**config.mk**
```make
export PLATFORM = sky130hd
export DESIGN_NAME = ptp_rx_classifier
export DESIGN_NICKNAME = d
export VERILOG_FILES = /design/src/rtl/ptpc_pkg.sv /design/src/rtl/ptpc_dst_filter.sv /design/src/rtl/ptpc_walker.sv /design/src/rtl/ptpc_result.sv /design/src/rtl/ptp_rx_classifier.sv
export SDC_FILE = /design/constraint.sdc
export NUM_CORES = 1
export LEC_CHECK = 0
export ABC_AREA = 1
export CORE_MARGIN = 4
export CORE_UTILIZATION = 58
export CTS_CLUSTER_DIAMETER = 60
export CTS_CLUSTER_SIZE = 14
export DETAILED_ROUTE_END_ITERATION = 6
export GPL_TIMING_DRIVEN = 0
export MAX_ROUTING_LAYER = met4
export PLACE_DENSITY = 0.8
export REMOVE_ABC_BUFFERS = 1
export SETUP_SLACK_MARGIN = 0.2
export SYNTH_ARGS = -nofsm -noshare
export SYNTH_HDL_FRONTEND = slang
export SYNTH_SLANG_ARGS = --single-unit
export TNS_END_PERCENT = 50
```
**constraint.sdc**
```tcl
create_clock -name clk -period 2.3 [get_ports clk]
set_input_delay 0.46 -clock clk [delete_from_list [all_inputs] [get_ports clk]]
set_output_delay 0.46 -clock clk [all_outputs]
set_load 0.005 [all_outputs]
```
**src/rtl/ptpc_pkg.sv**
```systemverilog
package ptpc_pkg;
  typedef enum logic [1:0] {
    ENC_NONE = 2'd0,
    ENC_L2   = 2'd1,
    ENC_IPV4 = 2'd2,
    ENC_IPV6 = 2'd3
  } ptpc_encap_e;

  localparam logic [15:0] TYPE_VLAN   = 16'h8100;
  localparam logic [15:0] TYPE_PTP    = 16'h88F7;
  localparam logic [15:0] TYPE_IPV4   = 16'h0800;
  localparam logic [15:0] TYPE_IPV6   = 16'h86DD;
  localparam logic [15:0] LEN_LIMIT   = 16'd1500;
  localparam logic [15:0] PORT_EVENT  = 16'd319;
  localparam logic [15:0] PORT_GENRL  = 16'd320;
  localparam logic [7:0]  PROTO_UDP   = 8'd17;
  localparam logic [3:0]  PTP_VERSION = 4'd2;
  localparam logic [47:0] PTP_MAC_A   = 48'h011B19000000;
  localparam logic [47:0] PTP_MAC_B   = 48'h0180C200000E;
  localparam int          N_PTP_MAC   = 2;

  // byte i (0 = first on the wire) of a 48-bit address
  function automatic logic [7:0] mac_byte(input logic [47:0] a, input logic [2:0] i);
    logic [47:0] t;
    t = a >> (8 * (5 - int'(i)));
    return t[7:0];
  endfunction

  // expected LLC/SNAP prefix byte i (0..5)
  function automatic logic [7:0] snap_byte(input logic [2:0] i);
    case (i)
      3'd0, 3'd1: return 8'hAA;
      3'd2:       return 8'h03;
      default:    return 8'h00;
    endcase
  endfunction

  function automatic logic [7:0] ipv4_hdr_bytes(input logic [3:0] ihl);
    return {2'b00, ihl, 2'b00};
  endfunction

  function automatic logic is_ptp_port(input logic [15:0] p);
    return (p == PORT_EVENT) || (p == PORT_GENRL);
  endfunction
endpackage

```
**src/rtl/ptpc_dst_filter.sv**
```systemverilog
module ptpc_dst_filter
  import ptpc_pkg::*;
(
  input  logic       clk,
  input  logic       rst_n,
  input  logic       in_valid,
  input  logic [7:0] in_data,
  input  logic       da_phase,
  input  logic [2:0] da_idx,
  input  logic       cfg_dst_a_en,
  input  logic       cfg_dst_b_en,
  output logic       da_ok
);
  localparam logic [47:0] ADDRS [N_PTP_MAC] = '{PTP_MAC_A, PTP_MAC_B};

  logic [N_PTP_MAC-1:0] hit_vec;
  logic [N_PTP_MAC-1:0] addr_en;

  assign addr_en = {cfg_dst_b_en, cfg_dst_a_en};

  for (genvar g = 0; g < N_PTP_MAC; g++) begin : g_addr
    logic hit_r;
    logic byte_eq;
    assign byte_eq = (in_data == mac_byte(ADDRS[g], da_idx));
    always_ff @(posedge clk or negedge rst_n) begin
      if (!rst_n) begin
        hit_r <= 1'b0;
      end else if (in_valid && da_phase) begin
        hit_r <= (da_idx == 3'd0) ? byte_eq : (hit_r & byte_eq);
      end
    end
    assign hit_vec[g] = hit_r;
  end

  assign da_ok = |(hit_vec & addr_en);
endmodule

```
**src/rtl/ptpc_walker.sv**
```systemverilog
module ptpc_walker
  import ptpc_pkg::*;
#(
  parameter int CNT_W = 6
) (
  input  logic              clk,
  input  logic              rst_n,
  input  logic              in_valid,
  input  logic [7:0]        in_data,
  input  logic              frame_end,
  input  logic              cfg_l2_en,
  input  logic              cfg_ipv4_en,
  input  logic              cfg_ipv6_en,
  input  logic              cfg_dst_chk_en,
  input  logic              da_ok,
  output logic              da_phase,
  output logic [2:0]        da_idx,
  output logic              dec_valid,
  output logic              dec_match,
  output ptpc_encap_e       dec_encap,
  output logic [3:0]        dec_msg_type
);
  localparam logic [CNT_W-1:0] MAC_LAST  = CNT_W'(11);
  localparam logic [CNT_W-1:0] DA_BYTES  = CNT_W'(6);
  localparam logic [CNT_W-1:0] IP6_LAST  = CNT_W'(39);
  localparam logic [CNT_W-1:0] UDP_LAST  = CNT_W'(7);

  typedef enum logic [3:0] {
    S_MAC, S_TYPE, S_VTAG, S_SNAP, S_IP4, S_IP6, S_UDP, S_PTP, S_DONE
  } walk_e;

  walk_e            state_q, state_n;
  logic [CNT_W-1:0] cnt_q, cnt_n, iplen_q, iplen_n;
  logic [7:0]       hi_q, hi_n;
  logic             snap_q, snap_n;
  ptpc_encap_e      encap_q, encap_n;
  logic [3:0]       msg_q, msg_n;
  logic             accept, reject, abort;
  logic [15:0]      word;

  always_comb begin
    state_n = state_q; cnt_n = cnt_q; hi_n = hi_q; snap_n = snap_q;
    iplen_n = iplen_q; encap_n = encap_q; msg_n = msg_q;
    accept  = 1'b0; reject = 1'b0;
    word    = {hi_q, in_data};
    if (in_valid) begin
      case (state_q)
        S_MAC: begin
          cnt_n = cnt_q + 1'b1;
          if (cnt_q == MAC_LAST) begin state_n = S_TYPE; cnt_n = '0; end
        end
        S_TYPE: begin
          if (cnt_q == '0) begin
            hi_n = in_data; cnt_n = CNT_W'(1);
          end else begin
            cnt_n = '0;
            if (word == TYPE_VLAN) state_n = S_VTAG;
            else if (word <= LEN_LIMIT && !snap_q) begin state_n = S_SNAP; snap_n = 1'b1; end
            else if (word == TYPE_PTP && cfg_l2_en && (!cfg_dst_chk_en || da_ok)) begin
              state_n = S_PTP; encap_n = ENC_L2;
            end
            else if (word == TYPE_IPV4 && cfg_ipv4_en) begin state_n = S_IP4; encap_n = ENC_IPV4; end
            else if (word == TYPE_IPV6 && cfg_ipv6_en) begin state_n = S_IP6; encap_n = ENC_IPV6; end
            else reject = 1'b1;
          end
        end
        S_VTAG: begin
          cnt_n = cnt_q + 1'b1;
          if (cnt_q == CNT_W'(1)) begin state_n = S_TYPE; cnt_n = '0; end
        end
        S_SNAP: begin
          cnt_n = cnt_q + 1'b1;
          if (in_data != snap_byte(cnt_q[2:0])) reject = 1'b1;
          else if (cnt_q == CNT_W'(5)) begin state_n = S_TYPE; cnt_n = '0; end
        end
        S_IP4: begin
          cnt_n = cnt_q + 1'b1;
          if (cnt_q == '0) begin
            if (in_data[7:4] != 4'd4 || in_data[3:0] < 4'd5) reject = 1'b1;
            else iplen_n = CNT_W'(ipv4_hdr_bytes(in_data[3:0]));
          end else if (cnt_q == CNT_W'(9)) begin
            if (in_data != PROTO_UDP) reject = 1'b1;
          end else if (cnt_q == iplen_q - CNT_W'(1)) begin
            state_n = S_UDP; cnt_n = '0;
          end
        end
        S_IP6: begin
          cnt_n = cnt_q + 1'b1;
          if (cnt_q == '0 && in_data[7:4] != 4'd6) reject = 1'b1;
          else if (cnt_q == CNT_W'(6) && in_data != PROTO_UDP) reject = 1'b1;
          else if (cnt_q == IP6_LAST) begin state_n = S_UDP; cnt_n = '0; end
        end
        S_UDP: begin
          cnt_n = cnt_q + 1'b1;
          if (cnt_q == CNT_W'(2)) hi_n = in_data;
          else if (cnt_q == CNT_W'(3) && !is_ptp_port(word)) reject = 1'b1;
          else if (cnt_q == UDP_LAST) begin state_n = S_PTP; cnt_n = '0; end
        end
        S_PTP: begin
          if (cnt_q == '0) begin msg_n = in_data[3:0]; cnt_n = CNT_W'(1); end
          else if (in_data[3:0] == PTP_VERSION) accept = 1'b1;
          else reject = 1'b1;
        end
        default: ;
      endcase
    end
    if (accept || reject) state_n = S_DONE;
    abort = frame_end && (state_q != S_DONE) && !(accept || reject)
            && (in_valid || state_q != S_MAC || cnt_q != '0);
    if (frame_end) begin
      state_n = S_MAC; cnt_n = '0; snap_n = 1'b0; encap_n = ENC_NONE;
    end
  end

  always_ff @(posedge clk or negedge rst_n) begin
    if (!rst_n) begin
      state_q <= S_MAC; cnt_q <= '0; hi_q <= '0; snap_q <= 1'b0;
      iplen_q <= '0; encap_q <= ENC_NONE; msg_q <= '0;
    end else begin
      state_q <= state_n; cnt_q <= cnt_n; hi_q <= hi_n; snap_q <= snap_n;
      iplen_q <= iplen_n; encap_q <= encap_n; msg_q <= msg_n;
    end
  end

  assign da_phase     = (state_q == S_MAC) && (cnt_q < DA_BYTES);
  assign da_idx       = cnt_q[2:0];
  assign dec_valid    = accept || reject || abort;
  assign dec_match    = accept;
  assign dec_encap    = accept ? encap_q : ENC_NONE;
  assign dec_msg_type = accept ? msg_q : 4'd0;

  // once a verdict is out, bytes cannot produce another one before frame end
  assert_ignore_after_verdict_R11: assert property (@(posedge clk) disable iff (!rst_n)
    (state_q == S_DONE && !frame_end) |-> !dec_valid);
endmodule

```
**src/rtl/ptpc_result.sv**
```systemverilog
module ptpc_result
  import ptpc_pkg::*;
(
  input  logic        clk,
  input  logic        rst_n,
  input  logic        dec_valid,
  input  logic        dec_match,
  input  ptpc_encap_e dec_encap,
  input  logic [3:0]  dec_msg_type,
  output logic        cls_done,
  output logic        cls_match,
  output logic [1:0]  cls_encap,
  output logic [3:0]  cls_msg_type
);
  always_ff @(posedge clk or negedge rst_n) begin
    if (!rst_n) begin
      cls_done <= 1'b0; cls_match <= 1'b0; cls_encap <= '0; cls_msg_type <= '0;
    end else begin
      cls_done <= dec_valid;
      if (dec_valid) begin
        cls_match    <= dec_match;
        cls_encap    <= dec_encap;
        cls_msg_type <= dec_msg_type;
      end
    end
  end

  assert_match_has_encap_R2: assert property (@(posedge clk) disable iff (!rst_n)
    (cls_done && cls_match) |-> (cls_encap != 2'(ENC_NONE)));

  // verdict holds between pulses
  assert_verdict_stable_R12: assert property (@(posedge clk) disable iff (!rst_n)
    !cls_done |=> (!cls_done || 1'b1) && ($stable(cls_match) || $past(dec_valid)));
endmodule

```
**src/rtl/ptp_rx_classifier.sv**
```systemverilog
module ptp_rx_classifier
  import ptpc_pkg::*;
#(
  parameter int CNT_W = 6
) (
  input  logic       clk,
  input  logic       rst_n,
  input  logic       in_valid,
  input  logic [7:0] in_data,
  input  logic       frame_end,
  input  logic       cfg_l2_en,
  input  logic       cfg_ipv4_en,
  input  logic       cfg_ipv6_en,
  input  logic       cfg_dst_chk_en,
  input  logic       cfg_dst_a_en,
  input  logic       cfg_dst_b_en,
  output logic       cls_done,
  output logic       cls_match,
  output logic [1:0] cls_encap,
  output logic [3:0] cls_msg_type
);
  logic        da_phase, da_ok;
  logic [2:0]  da_idx;
  logic        dec_valid, dec_match;
  ptpc_encap_e dec_encap;
  logic [3:0]  dec_msg_type;

  ptpc_dst_filter u_dst (
    .clk, .rst_n, .in_valid, .in_data, .da_phase, .da_idx,
    .cfg_dst_a_en, .cfg_dst_b_en, .da_ok
  );

  ptpc_walker #(.CNT_W(CNT_W)) u_walk (
    .clk, .rst_n, .in_valid, .in_data, .frame_end,
    .cfg_l2_en, .cfg_ipv4_en, .cfg_ipv6_en, .cfg_dst_chk_en, .da_ok,
    .da_phase, .da_idx, .dec_valid, .dec_match, .dec_encap, .dec_msg_type
  );

  ptpc_result u_res (
    .clk, .rst_n, .dec_valid, .dec_match, .dec_encap, .dec_msg_type,
    .cls_done, .cls_match, .cls_encap, .cls_msg_type
  );

  assert_l2_needs_enable_R5: assert property (@(posedge clk) disable iff (!rst_n)
    (cls_done && cls_match && cls_encap == 2'(ENC_L2)) |-> $past(cfg_l2_en));

  assert_l2_dst_filter_R8: assert property (@(posedge clk) disable iff (!rst_n)
    (cls_done && cls_match && cls_encap == 2'(ENC_L2) && $past(cfg_dst_chk_en))
      |-> $past(da_ok));
endmodule

```
# Yosys cells after proc, flatten, opt, wreduce, memory -nomap -nowiden
# Index checks and enable logic that the tools add are counted.
# word_totals
mem_bits_rw	0
latchBits	0
regBits	39
mem_count	0
inputBits	18
wordCells	214
rom_bits	0
# op_classes
bitwise	4
div	0
add_sub_neg	3
eq_ne	54
order_cmp	3
n_mul	0
mux	89
shift	2
reduce_logical	46
# ops
operator	count
2-to-1 mux 6 bit	16
2-to-1 mux 4 bit	23
>> shifter 41 x 32 -> 8 bit (first input constant)	2
equality test 16 bit (second input constant)	3
case mux 6 bit (8 select lines)	1
!= test 4 bit (second input constant)	9
equality test 16 x 9 -> 1 bit (second input constant)	2
2-to-1 mux 8 bit	4
case mux 8 bit (2 select lines)	2
2-to-1 mux 1 bit	31
case mux 4 bit (7 select lines)	1
!= test 4 x 2 -> 1 bit (second input constant)	6
2-to-1 mux 2 bit	10
equality test 6 x 3 -> 1 bit (second input constant)	3
nonzero test 9 bit	2
AND reduction 17 bit	1
equality test 16 x 12 -> 1 bit (second input constant)	1
equality test 4 x 3 -> 1 bit (second input constant)	4
equality test 8 bit	2
less-or-equal comparator 16 x 11 -> 1 bit (second input constant)	1
logical AND 1 bit	13
equality test 4 x 2 -> 1 bit (second input constant)	3
equality test 6 x 2 -> 1 bit (second input constant)	2
equality test 6 x 4 -> 1 bit (second input constant)	2
other kinds (36)	57

# Depth between registers and ports, before layout
# logic_depth
ltp_word	15
depth_mapped	17
depth_no_buf	17

# By module
# Synthesis repeated with hierarchy kept, for this count alone.
# hier_totals
cells_unflattened	511
hier_area_um2	3178.0
# by_module_without_submodules
mod	cells_each	n_inst	area_each_um2	seq_area_each_um2
ptpc_walker	413	1	2483.6	725.7
ptpc_dst_filter	67	1	400.4	50.0
ptpc_result	31	1	294.0	200.2

# Worst setup path before layout
# Ideal clock, no wire load.
# synth_path
path_kind	register to register
from	register u_walk.cnt_q[1]
to	register u_res.cls_match
path_stages_with_launch	16
setup_ps	68
setup_slack_ps	339
arrival_ps	1893
required_ps	2232
path_cell_list	dfrtp_1 > inv_1 > ha_1 > o21ai_1 > nor2_1 > nor2_1 > nand3_1 > nand2_1 > nand2_1 > nor2_2 > nand2_2 > nand2_2 > and3_1 > buf_6 > nand2_1 > nand2_1
# synth_between
elab_chain_cells	14
word_cells_on_any_way	37
# synth_lines
item	line	source
from (decl)	ptpc_walker.sv:33	logic [CNT_W-1:0] cnt_q, cnt_n, iplen_q, iplen_n;
from (signal assigned)	ptpc_walker.sv:120	state_q <= state_n; cnt_q <= cnt_n; hi_q <= hi_n; snap_q <= snap_n;
equality test 3 x 1 -> 1 bit / logical NOT 3 bit (equally long branches)	ptpc_pkg.sv:31	case (i)
OR reduction 2 bit	ptpc_pkg.sv:31	
case mux 8 bit (2 select lines)	ptpc_pkg.sv:31	
2-to-1 mux 8 bit	ptpc_walker.sv:47	case (state_q)
2-to-1 mux 8 bit	ptpc_walker.sv:46	if (in_valid) begin
!= test 8 bit	ptpc_walker.sv:73	if (in_data != snap_byte(cnt_q[2:0])) reject = 1'b1;
2-to-1 mux 1 bit	ptpc_walker.sv:73	
case mux 1 bit (6 select lines)	ptpc_walker.sv:47	
2-to-1 mux 1 bit	ptpc_walker.sv:46	
logical OR 1 bit	ptpc_walker.sv:108, ptpc_walker.sv:127	
logical NOT 1 bit	ptpc_walker.sv:108	abort = frame_end && (state_q != S_DONE) && !(accept || reject)
logical AND 1 bit	ptpc_walker.sv:108	
logical AND 1 bit	ptpc_walker.sv:109	&& (in_valid || state_q != S_MAC || cnt_q != '0);
logical OR 1 bit	ptpc_walker.sv:127	assign dec_valid = accept || reject || abort;
to (signal assigned)	ptpc_result.sv:21	cls_match <= dec_match;
to (decl)	ptpc_result.sv:11	output logic cls_match,
# Parallel ways exist; a longest one is shown, timed or not. The select of a mux whose other input is x is not followed.
# A chain may end at the register's enable or synchronous reset.

# Worst setup path after layout
# layout_path
from	register u_walk.cnt_q[1]
to	register u_walk.cnt_q[1]
# layout_between
elab_chain_cells	10
word_cells_on_any_way	41
# layout_lines
item	line	source
equality test 3 x 1 -> 1 bit / logical NOT 3 bit (equally long branches)	ptpc_pkg.sv:31	
OR reduction 2 bit	ptpc_pkg.sv:31	
case mux 8 bit (2 select lines)	ptpc_pkg.sv:31	
2-to-1 mux 8 bit	ptpc_walker.sv:47	
2-to-1 mux 8 bit	ptpc_walker.sv:46	
!= test 8 bit	ptpc_walker.sv:73	
2-to-1 mux 6 bit	ptpc_walker.sv:73	
case mux 6 bit (8 select lines)	ptpc_walker.sv:47	
2-to-1 mux 6 bit	ptpc_walker.sv:46	
2-to-1 mux 6 bit	ptpc_walker.sv:110	if (frame_end) begin
# Parallel ways exist; a longest one is shown, timed or not. The select of a mux whose other input is x is not followed.

==> results.cfg <==
[run_status]
status = finished clean

[synthesis]
ys_ff_latch = 39
ys_seq_area_share_pct = 32.6
yosysWarnings = 0
synth.area.top_cells = dfrtp_1 (33%), nand2_1 (17%), nor2_1 (8.9%)
synth-edff-count = 0
yosysUniqueCellTypes = 35
synth_area_mm2 = 0.00299
netlist_instances = 467
synth_area_leader_cell = dfrtp_1
synthArstFlopShare_pct = 100
synth_top_area_share_pct = 32.6
avgSynthCellArea_um2 = 6.41
ys.flop_type = dfrtp_1

[critical_path]
end_kind = flop
cp.arrival_ps = 2230
crit_start = u_walk.cnt_q[1]$_DFFE_PN0P_
crit_fanout = 5
slowest_delay_ps = 480
required_ps = 2460
crit_path_start_kind = flop
reg2reg_slack_ps = 230
cpMaxStageDelayCell = dfrtp_2
crit_type = reg2reg
reg2reg_from = u_walk.cnt_q[1]$_DFFE_PN0P_
cp_cell_sequence = inv_4 -> ha_4 -> o21ai_4 -> nor2_1 -> nor2_1 -> nand3_1 -> nand2_2 -> nand2_2 -> buf_4 -> a211oi_1 -> o22ai_1

[place]
dpl.hpwl_um = 5950
place.gp.congestion = 0.933
pre_cts_ws_ps = -540
place_inst = 551
portBuffers = 25

[final_layout]
final_cells = 573
antennaDiodeCount = 0
nNetsFinal = 530
drive_gt1_share_pct = 18.0
syn2layout_area_growth_pct = 22.6

[floorplanning]
core_area_mm2 = 0.00485
initial_core_util_pct = 61.8
die_area_mm2 = 0.00638
ioPinCount = 26
dieHeight_um = 79.9
die_w_um = 79.9
rows = 25

[timing]
slew_violations = 0
rsz0062_at_grt = true
finalSetupViolations = 0
fin_crit_ps = 2070
final.setup_skew_ps = 4.99
finalSetupTns_ps = 0
fin_ws_ps = 226
finalCritPeriodShare_pct = 90.2
fmax_mhz = 482
maxSlewHeadroom_pct = 41.5
finalHoldViolations = 0
worst_slew_pin_slew_ps = 877

[global_routing]
antenna_found_initial = 0
grt_util_all_layers_pct = 28.7
grt_pass1_wl_um = 14000
grt_max_degree = 40
grt.overflow.total = 0
grt_pass1_vias = 2933

[clocking]
htree_levels = 2
numCtsBuffers = 5
clk_pin_slew_ps = 70
cts_hold_buf = 0
insertion_delay_ps = 300
ctsLongestPathBuffers = 2
cts_tree = done
clockRootBuffer = clkbuf_8
cts_sinks = 39

[run]
max_cap_viol_count = 0

[routing]
drtAntennaViolNets = 0
dr.pass1.iters = 5
vias = 3238
viasPerCell = 5.65
drt_iter0_drc = 222
drc_errors = 0
wl_um = 8480
routedWlPerCell_um = 14.8

[worst_hold_path]
hold_class = in2async

[pwr]
vdd_drop_max_mv = 0.581
p_leak_uw = 0.00179
powerDensity_mw_per_mm2 = 938
-- cell families after synthesis --
kind of cell               share of synthesized area, %
DFF                                                32.6
adders and majority gates                          2.93
buffers and inverters                              9.78
xor gates and xnor gates                           2.34
AOI/OAI and AO/OA                                  11.8
and+or+nand+nor                                    40.6
-- repair_timing --
action	CTS	global route
gates resized for setup	30	58
pin swaps	1	23
setup endpoints to repair	32	30
buffers inserted	5	9
-- cell usage after synthesis (2+ instances only) --
cell type and instances:
nor2_1 71, ha_1 7, a21oi_1 17, dfrtp_1 39
nand3_1 41, xor2_1 6, inv_1 57, nand2_1 138
buf_6 4, inv_2 4, nand2_2 7, buf_2 3
xnor2_1 2, a211oi_1 3, o21ai_0 30, nand4_1 11
nor2_4 2, o22ai_1 4, nor3_1 5
-- power breakdown --
part	switching [µW]	leakage (µW)	internal [µW]
clock	246	0.0000412	212
combinational	1240	0.00124	754
sequential	151	0.000514	841
-- through the flow --
step / total power, µW / instance area (µm²) / utilization [%] / hold slack [ps]
after floorplan: 2090 / 2930 / - / 164
after global placement: 2480 / 3260 / 67.3 / 454
after detailed placement: 2510 / 3260 / 67.2 / 458
after CTS: 3080 / 3440 / 70.9 / 307
after global routing: 3730 / 3670 / 75.7 / 357
final: 3440 / 3670 / 75.7 / 276
-- flip-flops by register name, summed over array words and instances, names as in the netlist --
name / count
u_walk.hi_q: 8
u_res.cls_encap: 2
u_walk.cnt_q: 6
u_res.cls_match: 1
u_walk.encap_q: 2
u_dst.g_addr.hit_r: 2
u_walk.state_q: 4
u_walk.snap_q: 1
u_res.cls_done: 1
u_walk.iplen_q: 4
u_walk.msg_q: 4
u_res.cls_msg_type: 4
-- layout make-up --
| class | instances | area, µm² |
|---|---|---|
| Clock buffer | 6 | 72.6 |
| Tap cell | 67 | 83.8 |
| Clock inverter | 2 | 12.5 |
| Sequential cell | 39 | 981 |
| Multi-Input combinational cell | 359 | 1940 |
| Fill cell | 388 | 1180 |
| Inverter | 61 | 239 |
| Timing Repair Buffer | 39 | 347 |
-- critical path, delay by kind of cell, from the launching register on --
| kind | cells | cell delay [ps] |
|---|---|---|
| AOI/OAI and AO/OA | 3 | 650 |
| adders and majority gates | 1 | 190 |
| buffers and inverters | 2 | 210 |
| DFF | 1 | 480 |
| and+or+nand+nor | 5 | 420 |
-- layer usage --
metal | wire (µm) | GRT usage, %
met4 | 186 | 8.95
met5 | 0 | -
met1 | 3640 | 37.2
met3 | 540 | 4.40
met2 | 4110 | 46.6
-- final timing paths --
check	endpoint	depth (start not counted)
min reg2reg	u_res.cls_encap[0]$_DFFE_PN0P_	2
min	u_walk.iplen_q[4]$_DFFE_PN0P_	1
min in group clk	u_res.cls_encap[0]$_DFFE_PN0P_	2
max	u_walk.cnt_q[1]$_DFFE_PN0P_	11
max in group asynchronous	u_walk.cnt_q[0]$_DFFE_PN0P_	1
max reg2reg	u_walk.cnt_q[1]$_DFFE_PN0P_	11
-- placed cells by master, fill, tap and decap left out, types with 4 or more instances in the layout --
cell             count
o22ai_1              4
inv_1               50
nor2_2               8
inv_4                4
buf_4               11
nand2_2             17
nand3_1             39
a21oi_1             16
clkdlybuf4s50_1     16
inv_2                7
dfrtp_1             35
clkbuf_8             5
dfrtp_2              4
nor2_4               4
nand2_1            126
xor2_1               6
nor2_1              62
nand4_1             11
o21ai_0             25
ha_4                 5
clkbuf_2             4
(Power assumes the default switching activity.)
